### src/rtl/lcd_scan_pkg.sv
package lcd_scan_pkg;
    typedef enum logic [2:0] {
        ST_IDLE,
        ST_FETCH,
        ST_SHIFT,
        ST_LOAD,
        ST_HALT
    } scan_state_t;

    localparam logic [1:0] DEPTH_COLOR8 = 2'd3;
endpackage

### src/rtl/lcd_scan_geom.sv
module lcd_scan_geom
    import lcd_scan_pkg::*;
#(
    parameter int PIX_W  = 10,
    parameter int LINE_W = 10
) (
    input  logic [1:0]        depth,
    input  logic              split,
    input  logic [PIX_W-1:0]  width_px,
    input  logic [LINE_W-1:0] height_px,
    output logic [PIX_W-1:0]  xfer_last,
    output logic [LINE_W-1:0] line_last
);
    logic [PIX_W-1:0]  eighths;
    logic [PIX_W-1:0]  xfers;
    logic [LINE_W-1:0] lines;

    always_comb begin
        eighths = width_px >> 3;
        if (depth == DEPTH_COLOR8 && !split) begin
            xfers = (eighths << 1) + eighths;
        end else begin
            xfers = width_px >> 2;
        end
        lines     = split ? (height_px >> 1) : height_px;
        xfer_last = xfers - PIX_W'(1);
        line_last = lines - LINE_W'(1);
    end
endmodule

### src/rtl/lcd_scan_dma_ptr.sv
module lcd_scan_dma_ptr #(
    parameter int AW = 16
) (
    input  logic          clk,
    input  logic          rst_n,
    input  logic          restart,
    input  logic          step,
    input  logic [AW-1:0] win_start,
    input  logic [AW-1:0] win_end,
    output logic [AW-1:0] ptr
);
    logic [AW-1:0] incr;

    assign incr = ptr + AW'(1);

    always_ff @(posedge clk) begin
        if (!rst_n) begin
            ptr <= '0;
        end else if (restart) begin
            ptr <= win_start;
        end else if (step) begin
            ptr <= (incr == win_end) ? win_start : incr;
        end
    end
endmodule

### src/rtl/lcd_scan_df.sv
module lcd_scan_df #(
    parameter int RATE_W = 8
) (
    input  logic              clk,
    input  logic              rst_n,
    input  logic              enable,
    input  logic              mode,
    input  logic [RATE_W-1:0] rate,
    input  logic              line_done,
    input  logic              frame_done,
    output logic              df
);
    logic [RATE_W-1:0] cnt;

    always_ff @(posedge clk) begin
        if (!rst_n || !enable) begin
            df  <= 1'b0;
            cnt <= '0;
        end else if (line_done) begin
            if (mode) begin
                if (cnt == rate) begin
                    cnt <= '0;
                    df  <= ~df;
                end else begin
                    cnt <= cnt + RATE_W'(1);
                end
            end else if (frame_done) begin
                df <= ~df;
            end
        end
    end
endmodule

### src/rtl/lcd_scan_ctrl.sv
module lcd_scan_ctrl
    import lcd_scan_pkg::*;
#(
    parameter int AW     = 16,
    parameter int DATA_W = 16,
    parameter int PIX_W  = 10,
    parameter int LINE_W = 10,
    parameter int RATE_W = 8
) (
    input  logic              clk,
    input  logic              rst_n,
    input  logic              vid_en,
    input  logic              disp_on_cfg,
    input  logic              invert,
    input  logic [1:0]        depth,
    input  logic              split,
    input  logic [PIX_W-1:0]  width_px,
    input  logic [LINE_W-1:0] height_px,
    input  logic              df_mode,
    input  logic [RATE_W-1:0] df_rate,
    input  logic              freeze,
    input  logic [AW-1:0]     win_start,
    input  logic [AW-1:0]     win_end,
    output logic              dma_req,
    output logic [AW-1:0]     dma_addr,
    input  logic              dma_ack,
    input  logic [DATA_W-1:0] dma_rdata,
    output logic              frame,
    output logic              line_load,
    output logic              shift_stb,
    output logic              df,
    output logic              disp_on,
    output logic [3:0]        vdat
);
    localparam int NIB   = DATA_W / 4;
    localparam int NIB_W = (NIB > 1) ? $clog2(NIB) : 1;

    scan_state_t       st, nxt;
    logic [NIB_W-1:0]  nib;
    logic [PIX_W-1:0]  xfer;
    logic [LINE_W-1:0] line;
    logic [DATA_W-1:0] word;
    logic [DATA_W-1:0] word_sh;
    logic [PIX_W-1:0]  xfer_last;
    logic [LINE_W-1:0] line_last;
    logic [AW-1:0]     ptr;
    logic              nib_end, xfer_end, line_end;
    logic              got_word, frame_end, ptr_restart;
    logic              df_q;

    lcd_scan_geom #(.PIX_W(PIX_W), .LINE_W(LINE_W)) u_geom (
        .depth(depth), .split(split), .width_px(width_px), .height_px(height_px),
        .xfer_last(xfer_last), .line_last(line_last)
    );

    assign nib_end     = (nib == NIB_W'(NIB - 1));
    assign xfer_end    = (xfer == xfer_last);
    assign line_end    = (line == line_last);
    assign got_word    = (st == ST_FETCH) && dma_ack;
    assign frame_end   = (st == ST_LOAD) && line_end;
    assign ptr_restart = (st == ST_IDLE) || frame_end;

    lcd_scan_dma_ptr #(.AW(AW)) u_ptr (
        .clk(clk), .rst_n(rst_n), .restart(ptr_restart), .step(got_word),
        .win_start(win_start), .win_end(win_end), .ptr(ptr)
    );

    lcd_scan_df #(.RATE_W(RATE_W)) u_df (
        .clk(clk), .rst_n(rst_n), .enable(vid_en), .mode(df_mode), .rate(df_rate),
        .line_done(st == ST_LOAD), .frame_done(frame_end), .df(df_q)
    );

    // state register
    always_ff @(posedge clk) begin
        if (!rst_n) begin
            st <= ST_IDLE;
        end else begin
            st <= nxt;
        end
    end

    always_comb begin
        nxt = st;
        if (!vid_en) begin
            nxt = ST_IDLE;
        end else begin
            unique case (st)
                ST_IDLE:  if (!freeze) nxt = ST_FETCH;
                ST_FETCH: if (dma_ack) nxt = ST_SHIFT;
                ST_SHIFT: if (nib_end) nxt = xfer_end ? ST_LOAD : ST_FETCH;
                ST_LOAD:  nxt = (line_end && freeze) ? ST_HALT : ST_FETCH;
                ST_HALT:  if (!freeze) nxt = ST_IDLE;
                default:  nxt = ST_IDLE;
            endcase
        end
    end

    // scan position counters and fetched word
    always_ff @(posedge clk) begin
        if (!rst_n) begin
            nib  <= '0;
            xfer <= '0;
            line <= '0;
            word <= '0;
        end else begin
            if (got_word) begin
                word <= dma_rdata;
                nib  <= '0;
            end else if (st == ST_SHIFT) begin
                nib <= nib_end ? '0 : nib + NIB_W'(1);
            end
            if (st == ST_SHIFT && nib_end) begin
                xfer <= xfer_end ? '0 : xfer + PIX_W'(1);
            end
            if (st == ST_LOAD) begin
                line <= line_end ? '0 : line + LINE_W'(1);
            end
            if (st == ST_IDLE || st == ST_HALT) begin
                xfer <= '0;
                line <= '0;
            end
        end
    end

    assign word_sh = word << {nib, 2'b00};

    // outputs
    always_comb begin
        dma_req   = (st == ST_FETCH);
        dma_addr  = dma_req ? ptr : '0;
        shift_stb = (st == ST_SHIFT);
        vdat      = shift_stb ? (word_sh[DATA_W-1 -: 4] ^ {4{invert}}) : 4'd0;
        line_load = (st == ST_LOAD);
        frame     = (st == ST_FETCH || st == ST_SHIFT || st == ST_LOAD) && (line == '0);
        df        = df_q;
        disp_on   = disp_on_cfg;
    end
endmodule

### config.mk
export PLATFORM = sky130hd
export DESIGN_NAME = lcd_scan_ctrl
export DESIGN_NICKNAME = d
export VERILOG_FILES = /design/src/rtl/lcd_scan_pkg.sv /design/src/rtl/lcd_scan_geom.sv /design/src/rtl/lcd_scan_dma_ptr.sv /design/src/rtl/lcd_scan_df.sv /design/src/rtl/lcd_scan_ctrl.sv
export SDC_FILE = /design/constraint.sdc
export NUM_CORES = 1
export LEC_CHECK = 0
export CAP_MARGIN = 20
export CORE_MARGIN = 4
export CORE_UTILIZATION = 27
export CTS_CLUSTER_SIZE = 14
export DETAILED_ROUTE_END_ITERATION = 16
export GPL_ROUTABILITY_DRIVEN = 1
export MAX_ROUTING_LAYER = met4
export SLEW_MARGIN = 20
export SYNTH_ARGS = -nofsm -noshare
export SYNTH_HDL_FRONTEND = slang
export SYNTH_SLANG_ARGS = --single-unit
export TNS_END_PERCENT = 100
### constraint.sdc
create_clock -name clk -period 6.45 [get_ports clk]
set_clock_uncertainty 0.15 [all_clocks]
set_input_delay 1.6125 -clock clk [delete_from_list [all_inputs] [get_ports clk]]
set_output_delay 1.6125 -clock clk [all_outputs]
set_load 0.01 [all_outputs]
==> run_results.csv, run 1 <==
group,metric,value,unit
logic_synthesis,synthXorXnorAreaFrac,13.00,%
clocking,root_buffer,"clkbuf_16",
logic_synthesis,ys_seq_area_share,24.74,%
logic_synthesis,synth_edf_count,0,
worst_hold_path,min_path_type,"reg2reg",
global_route,gr-total-overflow,0,
clocking,cts_resized,0,
logic_synthesis,yosysUniqueCellTypes,73,
clocking,cts_tree,"yes",
floorplanning,die_w,148.6,um
placement,io_buffers,108,
logic_synthesis,synthFlopType,"dfxtp_1",
clocking,clk_path_buf_depth,2,
clocking,clkSlewWorstSetupHoldPaths,0.06,ns
worst_setup_path,crit_fanout,19,
power,peakVddDrop,86.96,uV
timing,hold_violations,0,
detailed_routing,postRouteAntennaNets,0,
clocking,holdBufCountCts,0,
clocking,htree_levels,3,
global_route,grtUsageTotal,13.45,%
logic_synthesis,avgSynthCellArea,7.876,um^2
timing,setup_ws,1.017,ns
floorplanning,pin_count,113,
detailed_routing,wl_met1,7256,um
detailed_routing,wl_met3,689,um
logic_synthesis,synth.area.mux_share,6.935,%
global_route,grt_pass1_wl,23820,um
detailed_routing,wl_met2,6651,um
clocking,insertion_delay,0.33,ns
detailed_routing,routedWlPerCell,14.21,um
floorplanning,coreArea,19460,um^2
worst_setup_path,reg2regPathDepth,10,
timing,rsz0062_at_grt,"no",
logic_synthesis,synth_simple_gate_area_share,30.74,%
timing,slew_viol_final,0,
power,power.total,1.176,mW
logic_synthesis,synth_top_cells_by_area,"dfxtp_1 (25%), xor2_1 (6.7%), nand2_1 (5.8%), xnor2_1 (5.4%), nor2_1 (4.0%)",
clocking,cts_sinks,66,
worst_setup_path,arrival,5.51,ns
finish,fillers,2050,
finish,final_cell_mix,"clkdlybuf4s50_1 (108), nand2_1 (83), dfxtp_1 (66), nor2_1 (57), xor2_1 (41)",
finish,area_growth,30.15,%
finish,nNetsFinal,867,
detailed_routing,firstDrtPassIters,4,
placement,dp_hpwl,11080,um
logic_synthesis,synth_compound_area_share,15.96,%
detailed_routing,via_per_inst,4.974,
flow_run,drv_cap,0,
timing,tns,0,ns
finish,final_core_util,35.71,%
logic_synthesis,synthesis.area,5340,um^2
floorplanning,fp.dieArea,22090,um^2
finish,n_antenna_cell,0,
logic_synthesis,synthAdderAreaFrac,3.889,%
logic_synthesis,synth_top_family_by_area,"simple AND/OR/NAND/NOR gates",
logic_synthesis,synth_top_area_share,24.74,%
detailed_routing,wl,14690,um
worst_setup_path,crit_required,6.52,ns
logic_synthesis,syn-instance-count,678,
floorplanning,start_util,27.44,%
detailed_routing,vias,5143,
worst_hold_path,min_path_cells,2,
logic_synthesis,ys_ff_latch,66,
timing,relSlewSlack,39.36,%
timing,min_period,5.433,ns
power,powerDensity,169.2,nW/um^2
global_route,grt_pass1_vias,4828,
detailed_routing,dr.first_iter.drc_count,209,
detailed_routing,drc,0,
worst_setup_path,cp-start-kind,"input port",
logic_synthesis,syn_nets,781,
clocking,post_cts_buffers,0,
placement,place_congestion,0.7831,
finish,mostFrequentLayoutCell,"clkdlybuf4s50_1",
worst_setup_path,path_class,"in2reg",
detailed_routing,top_layer_used,"met4",
power,p_leak,2.462,nW
timing,clock.fmax,184.1,MHz
timing,setup_viol,0,
status,status,"finished, final reports clean",
clocking,cts_made_buffers,9,
placement,dpl_worst_slack,0.6944,ns
logic_synthesis,async_flop_share,0,%
floorplanning,rows,51,
timing,fin_crit_sh,84.23,%
logic_synthesis,ys_warn_count,0,
logic_synthesis,synth_top_cell_by_area,"dfxtp_1",
floorplanning,die_y,148.6,um
global_route,antenna_found_initial,0,
global_route,grt_max_degree,47,
finish,layout-drive-gt1-share,6.112,%
worst_setup_path,end_kind,"flip-flop",
timing,tightest_slew,0.9074,ns
==> kinds of logic after synthesis <==
kind of cell             count (synthesis)
AO/OA/AOI/OAI                          118
XOR/XNOR                                76
adder cells (fa/ha/maj)                 16
buffers and inverters                   57
flip-flops                              66
multiplexers                            31
AND/OR/NAND/NOR                        314
==> power by group <==
group          switching (mW)  internal [mW]  total [mW]
Combinational           0.113          0.123       0.236
Sequential             0.0204          0.420       0.440
Clock                   0.191          0.310       0.500
Total                   0.324          0.852        1.18
==> worst paths after layout <==
path / slack (ns) / to / start
worst min register to register: 0.30 / word[9]$_SDFFE_PN0P_ / word[9]$_SDFFE_PN0P_
worst min-delay path: 0.30 / word[9]$_SDFFE_PN0P_ / word[9]$_SDFFE_PN0P_
worst max-delay path: 1.02 / u_ptr.ptr[10]$_SDFFE_PN0P_ / split
worst max register to register: 2.92 / u_ptr.ptr[2]$_SDFFE_PN0P_ / u_ptr.ptr[6]$_SDFFE_PN0P_
==> layout make-up <==
type	instances	area (um^2)	share of cell area, %
timing repair buffer	115	1134	16.31
sequential	66	1321	19.01
tap	265	331.6	4.770
clock inverter	6	66.31	0.9541
clock buffer	10	239.0	3.438
multi-input combinational	555	3795	54.60
inverter	17	63.81	0.9181
==> worst max-delay path: stages <==
cell and delay [ns]:
clkdlybuf4s50_1 0.54, mux2i_1 0.32, ha_1 0.27, nor2b_1 0.29
a21oi_1 0.11, o311ai_0 0.36, nand4b_1 0.18, or4_4 0.59
o21ai_4 0.49, buf_4 0.31, nor2_1 0.09, a211o_1 0.32
==> flip-flops by register name, indices dropped and copies added (netlist names) <==
signal,count
st,3
u_df.df,1
nib,2
word,16
u_ptr.ptr,16
xfer,10
line,10
u_df.cnt,8
==> per-stage QoR <==
stage | hold WS [ns] | cells | cell area [um^2]
2_1_floorplan | 0.2831 | 678 | 5340
3_3_place_gp | 0.2907 | 1018 | 6639
3_5_place_dp | 0.2958 | 1018 | 6639
4_1_cts | 0.3037 | 1034 | 6944
5_1_grt | 0.3253 | 1034 | 6950
6_report | 0.3037 | 1034 | 6950
==> per-layer routing <==
metal / track usage (%) / vias to the layer above
li1: - / 2634
met1: 18.20 / 2390
met5: - / -
met2: 20.94 / 112
met3: 2.498 / 7
met4: 3.095 / 0
==> cells in the mapped netlist, drive strengths merged (12+ instances only) <==
library cell and instances:
nand2 83, dfxtp 66, nor2 57, xor2 41, nand3 35, xnor2 33, a21oi 31, nand4 27
clkbuf 25, and2 21, mux2i 19, inv 17, and3 15, buf 15, ha 15, o21ai 15
nor3 12, nor4 12
Power figures use the tool's default switching activity.
==> inputs of run 2 (changes only) <==
clock period = 4.4 ns   (was 6.45 ns; I/O delays follow)
==> run 2 against run 1 <==
Net effect: sequential power grew 46%; clock power grew 59%; non-clock buffer count grew 59; largest cell class unchanged; utilization grew 2.9 points; die area is the same; total power grew 57%; flip-flop and latch count is the same; sequential share of layout area shrank 1.4 points; register-to-register slack lost 1.9 ns; hold slack lost 0.0036 ns; first-iteration DRC count shrank 2.9%; worst setup slack lost 0.91 ns.
==> run_results.csv, run 2 (synthesis results as in run 1) <==
group,metric,value,unit
detailed_routing,via_per_inst,4.889,
finish,fillers,2000,
flow_run,drv_cap,0,
clocking,root_buffer,"clkbuf_16",
timing,rsz0062_at_grt,"no",
status,status,"finished, final reports clean",
floorplanning,start_util,27.44,%
finish,largestRegisters,"u_ptr.ptr (16), word (16)",
detailed_routing,vias,5344,
timing,tightest_slew,0.6460,ns
power,p_leak,2.813,nW
worst_setup_path,cpPeakStageDelay,0.59,ns
power,peakVddDrop,153.2,uV
timing,clock.fmax,233.0,MHz
worst_setup_path,path_class,"in2reg",
global_route,gr-total-overflow,0,
global_route,grt_pass1_vias,5220,
floorplanning,rows,51,
finish,mostFrequentLayoutCell,"clkdlybuf4s50_1",
detailed_routing,postRouteAntennaNets,0,
worst_setup_path,cp-start-kind,"input port",
worst_setup_path,cp_cell_sequence,"clkdlybuf4s50_1, buf_4, or3_1, a2111oi_1, a311oi_1, xnor2_1, or4_4, o21ai_4, buf_12, or4b_1, o221ai_1",
clocking,clk_path_buf_depth,2,
timing,hold_violations,0,
placement,dpl.cell_count,1074,
finish,final_core_util,38.57,%
worst_setup_path,crit_slowest_cell,"or4_4",
detailed_routing,drc,0,
global_route,grt_max_degree,46,
clocking,holdBufCountCts,0,
timing,fin_crit_sh,97.55,%
timing,tns,0,ns
clocking,cts_sinks,66,
finish,n_antenna_cell,0,
power,powerDensity,245.4,nW/um^2
timing,slew_viol_final,0,
clocking,clkSlewWorstSetupHoldPaths,0.06,ns
finish,fin_cells,1093,
finish,layout-drive-gt1-share,13.53,%
floorplanning,fp.dieArea,22090,um^2
global_route,grt_pass1_wl,25250,um
timing,min_period,4.292,ns
worst_setup_path,crit_required,4.51,ns
finish,design_area,7507,um^2
worst_setup_path,end_kind,"flip-flop",
worst_setup_path,crit_fanout,14,
power,power.total,1.843,mW
floorplanning,die_y,148.6,um
timing,setup_viol,0,
floorplanning,coreArea,19460,um^2
finish,nNetsFinal,926,
clocking,cts_tree,"yes",
placement,place_congestion,0.8161,
placement,dp_hpwl,11500,um
detailed_routing,routedWlPerCell,13.78,um
floorplanning,pin_count,113,
detailed_routing,dr.first_iter.drc_count,203,
placement,io_buffers,108,
finish,final_cell_mix,"clkdlybuf4s50_1 (106), nand2_1 (83), dfxtp_1 (66), buf_4 (60), nor2_1 (57)",
floorplanning,die_w,148.6,um
detailed_routing,firstDrtPassIters,4,
finish,area_growth,40.58,%
clocking,htree_levels,3,
placement,place_area,7122,um^2
global_route,antenna_found_initial,0,
worst_setup_path,arrival,4.40,ns
global_route,grtUsageTotal,14.21,%
worst_hold_path,min_path_type,"reg2reg",
clocking,cts_made_buffers,9,
clocking,insertion_delay,0.34,ns
detailed_routing,wl,15070,um
timing,relSlewSlack,56.75,%
==> run 2: routing by layer <==
layer | vias up | global-route usage [%] | part of all wire [%]
met4 | 0 | 3.048 | 0.88
met1 | 2466 | 18.32 | 48
met5 | - | - | 0
met3 | 10 | 3.291 | 4.7
li1 | 2763 | - | -
met2 | 105 | 22.85 | 47
==> run 2: final timing paths <==
check | from | end | slack (ns) | depth (start not counted)
worst min register to register | word[6]$_SDFFE_PN0P_ | word[6]$_SDFFE_PN0P_ | 0.30 | 2
worst max-delay path | height_px[1] | u_ptr.ptr[6]$_SDFFE_PN0P_ | 0.11 | 11
worst min-delay path | word[6]$_SDFFE_PN0P_ | word[6]$_SDFFE_PN0P_ | 0.30 | 2
worst max register to register | u_ptr.ptr[0]$_SDFFE_PN0P_ | u_ptr.ptr[13]$_SDFFE_PN0P_ | 1.00 | 10
==> run 2: worst max-delay path, delay by kind of cell <==
kind                      cells  cell delay [ns]
and+or+nand+nor               3             1.43
buffers and inverters         3             0.79
AOI/OAI and AO/OA             4             0.89
xor gates and xnor gates      1             0.17
==> run 2: final cells by class <==
cell class / count / area [um^2] / share of cell area [%]
Inverter: 17 / 63.81 / 0.8500
Clock inverter: 7 / 100.1 / 1.333
Multi-Input combinational cell: 555 / 3821 / 50.90
Timing Repair Buffer: 174 / 1644 / 21.90
Clock buffer: 9 / 225.2 / 3.000
Tap cell: 265 / 331.6 / 4.417
Sequential cell: 66 / 1321 / 17.60
==> run 2: timing repair <==
| item | in CTS | in global routing |
|---|---|---|
| pin swaps | 1 | 5 |
| gates resized for setup | 3 | 12 |
| endpoints found under the setup margin | 16 | 23 |
| buffers inserted | 0 | 3 |
==> run 2: through the flow <==
stage,hold WS [ns],setup slack (ns)
after CTS,0.3020,0.01013
final,0.3002,0.1079
after global routing,0.3328,0.001036
after floorplan,0.2831,0.2243
after global placement,0.2896,-0.4835
after detailed placement,0.2939,-0.5288
==> run 2: report_power, final <==
group | internal [mW] | leakage [nW] | switching [mW]
logic | 0.224 | 2.12 | 0.177
clock network | 0.501 | 0.160 | 0.296
registers | 0.615 | 0.536 | 0.0296
total | 1.34 | 2.81 | 0.502
==> inputs of run 3 (changes only) <==
SYNTH_HIERARCHICAL = 1   (was not set)
==> run 3 against run 2 <==
Net effect: largest power group unchanged; sequential share of layout area shrank 1.3 points; total power grew 9.2%; routed wire length up 7.3%; critical path depth rose by 8; critical path type unchanged; highest routed layer unchanged; sequential power up 6.4%.
==> run_results.csv, run 3 <==
group,metric,value,unit
status,status,"finished, final reports clean",
floorplanning,coreArea,20490,um^2
timing,hold_violations,0,
timing,tightest_slew,0.6978,ns
logic_synthesis,synth_top_cell_by_area,"dfxtp_1",
worst_setup_path,rrSetupSlack,0.94,ns
finish,multi_input_area,4255,um^2
logic_synthesis,ys_ff_latch,66,
worst_setup_path,path_class,"in2reg",
worst_hold_path,min_path_cells,2,
clocking,root_buffer,"clkbuf_16",
power,power.total,2.013,mW
clocking,cts_tree,"yes",
logic_synthesis,synth_top_area_share,23.15,%
logic_synthesis,synth_edf_count,0,
placement,dp_hpwl,11780,um
worst_setup_path,cp-start-kind,"input port",
logic_synthesis,synthesis.area,5708,um^2
detailed_routing,wl_met2,7745,um
detailed_routing,vias,5639,
timing,fin_crit_sh,96.64,%
placement,dpl_worst_slack,-0.4866,ns
detailed_routing,routedWlPerCell,14.14,um
power,p_leak,3.017,nW
finish,fillers,2113,
worst_setup_path,end_kind,"flip-flop",
floorplanning,die_w,153.4,um
logic_synthesis,ys_seq_area_share,23.15,%
floorplanning,pin_count,113,
worst_hold_path,min_path_type,"reg2reg",
global_route,gr-total-overflow,0,
worst_setup_path,regToRegEndpoint,"u_ptr/ptr[13]$_SDFFE_PN0P_",
finish,layout-drive-gt1-share,19.27,%
clocking,holdBufCountCts,0,
finish,seq_area,1321,um^2
worst_hold_path,hold_path_end,"word[2]$_SDFFE_PN0P_",
detailed_routing,dr.first_iter.drc_count,249,
detailed_routing,firstDrtPassIters,4,
detailed_routing,drc,0,
finish,largestRegisters,"u_ptr/ptr (16), word (16)",
floorplanning,fp.dieArea,23530,um^2
detailed_routing,via_per_inst,4.934,
global_route,antenna_found_initial,1,
detailed_routing,wl_met3,827,um
clocking,htree_levels,3,
placement,place_congestion,0.8453,
timing,relSlewSlack,53.05,%
finish,area_growth,42.37,%
worst_hold_path,hold_start,"word[2]$_SDFFE_PN0P_",
finish,final_core_util,39.65,%
timing,tns,0,ns
global_route,grtUsageTotal,13.60,%
logic_synthesis,synth_most_common_cell,"nand2_1",
logic_synthesis,syn-instance-count,712,
placement,io_buffers,108,
power,powerDensity,247.7,nW/um^2
logic_synthesis,yosysUniqueCellTypes,82,
clocking,cts_sinks,66,
power,peakVddDrop,189.0,uV
timing,setup_ws,0.1477,ns
detailed_routing,postRouteAntennaNets,0,
worst_setup_path,crit_required,4.48,ns
timing,min_period,4.252,ns
timing,setup_viol,0,
clocking,insertion_delay,0.33,ns
clocking,clkSlewWorstSetupHoldPaths,0.06,ns
logic_synthesis,ys_warn_count,6,
detailed_routing,wl,16170,um
worst_setup_path,arrival,4.33,ns
clocking,clk_path_buf_depth,2,
logic_synthesis,synthTopCellsByCount,"nand2_1 (85), dfxtp_1 (66), nor2_1 (45)",
logic_synthesis,async_flop_share,0,%
worst_setup_path,reg2regPathDepth,9,
clocking,cts_made_buffers,9,
global_route,grt_max_degree,32,
finish,nNetsFinal,972,
logic_synthesis,syn_nets,815,
flow_run,drv_cap,0,
timing,clock.fmax,235.2,MHz
floorplanning,start_util,27.85,%
logic_synthesis,avgSynthCellArea,8.017,um^2
global_route,grt_pass1_wl,26600,um
global_route,grt_pass1_vias,5393,
finish,mostFrequentLayoutCell,"clkdlybuf4s50_1",
detailed_routing,wl_met1,7491,um
finish,design_area,8127,um^2
placement,place_area,7405,um^2
logic_synthesis,synth_top_cells_by_area,"dfxtp_1 (23%), xor2_1 (6.8%), nand2_1 (5.6%), xnor2_1 (5.5%), ha_1 (3.3%)",
worst_setup_path,crit_fanout,5,
timing,slew_viol_final,0,
finish,final_cell_mix,"clkdlybuf4s50_1 (99), nand2_1 (84), buf_4 (72), dfxtp_1 (66)",
logic_synthesis,synthFlopType,"dfxtp_1",
detailed_routing,top_layer_used,"met4",
floorplanning,die_y,153.4,um
floorplanning,rows,52,
worst_setup_path,r2r-start,"u_ptr/ptr[0]$_SDFFE_PN0P_",
-- run 3: metrics by stage --
stage	cells	hold WS, ns
finish	1143	0.3101
global route	1143	0.3351
CTS	1131	0.3146
detailed placement	1109	0.3070
global placement	1109	0.2991
floorplan	712	0.2903
-- run 3: worst max-delay path by stage --
stage                            start                          to  cells after the start
after global routing       width_px[6]          st[1]$_SDFFE_PN0P_                     16
after global placement           split  u_ptr/ptr[10]$_SDFFE_PN0P_                     18
after detailed placement         split   u_ptr/ptr[8]$_SDFFE_PN0P_                     18
after CTS                 height_px[0]   u_ptr/ptr[1]$_SDFFE_PN0P_                     18
after floorplan                  split   u_ptr/ptr[0]$_SDFFE_PN0P_                     19
final                            split  u_ptr/ptr[14]$_SDFFE_PN0P_                     19
-- run 3: logic make-up after synthesis --
group	after synthesis	share of synthesized area (%)
and+or+nand+nor	334	33.25
AOI/OAI and AO/OA	128	17.40
xor gates and xnor gates	83	13.13
buffers and inverters	70	5.875
DFF	66	23.15
adders and majority gates	16	3.639
muxes	15	3.551
-- run 3: area by class of cell --
cell class                 count  area share (%)
timing repair buffer         189           22.17
antenna                        1         0.03079
sequential                    66           16.26
multi-input combinational    576           52.36
clock inverter                 2          0.4619
tap                          270           4.157
inverter                      27           1.401
clock buffer                  12           3.156
-- run 3: per-layer routing --
metal	vias to the layer above	GRT usage, %
li1	2889	-
met1	2607	17.60
met2	132	22.18
met3	11	2.912
met4	0	2.523
met5	-	-
-- run 3: what timing repair did --
item                                   4_1_cts  5_1_grt
resized for setup                           17       41
setup endpoints to repair                   21       28
buffers inserted                             6       10
gates cloned                                 2        1
endpoints found under the hold margin        0        0
pin swaps                                    8       28
-- run 3: worst max-delay path, cell delays in order --
cell and delay [ns]:
buf_4 0.15, buf_6 0.12, a21oi_4 0.16, ha_4 0.15, nand2_2 0.05, or4b_4 0.52
nor3_4 0.15, xnor2_1 0.13, mux2i_1 0.10, xor2_1 0.16, nor4_1 0.23, nand4_1 0.20
nor2_1 0.17, o21ba_4 0.23, buf_16 0.13, buf_4 0.13, buf_4 0.11, nor3_1 0.05
a2111oi_2 0.27
-- run 3: report_power, final --
| part | total [mW] | switching [mW] | internal (mW) | leakage (nW) |
|---|---|---|---|---|
| sequential | 0.685 | 0.0592 | 0.625 | 0.537 |
| combinational | 0.614 | 0.276 | 0.338 | 2.34 |
| clock | 0.714 | 0.251 | 0.463 | 0.141 |
| total | 2.01 | 0.586 | 1.43 | 3.02 |
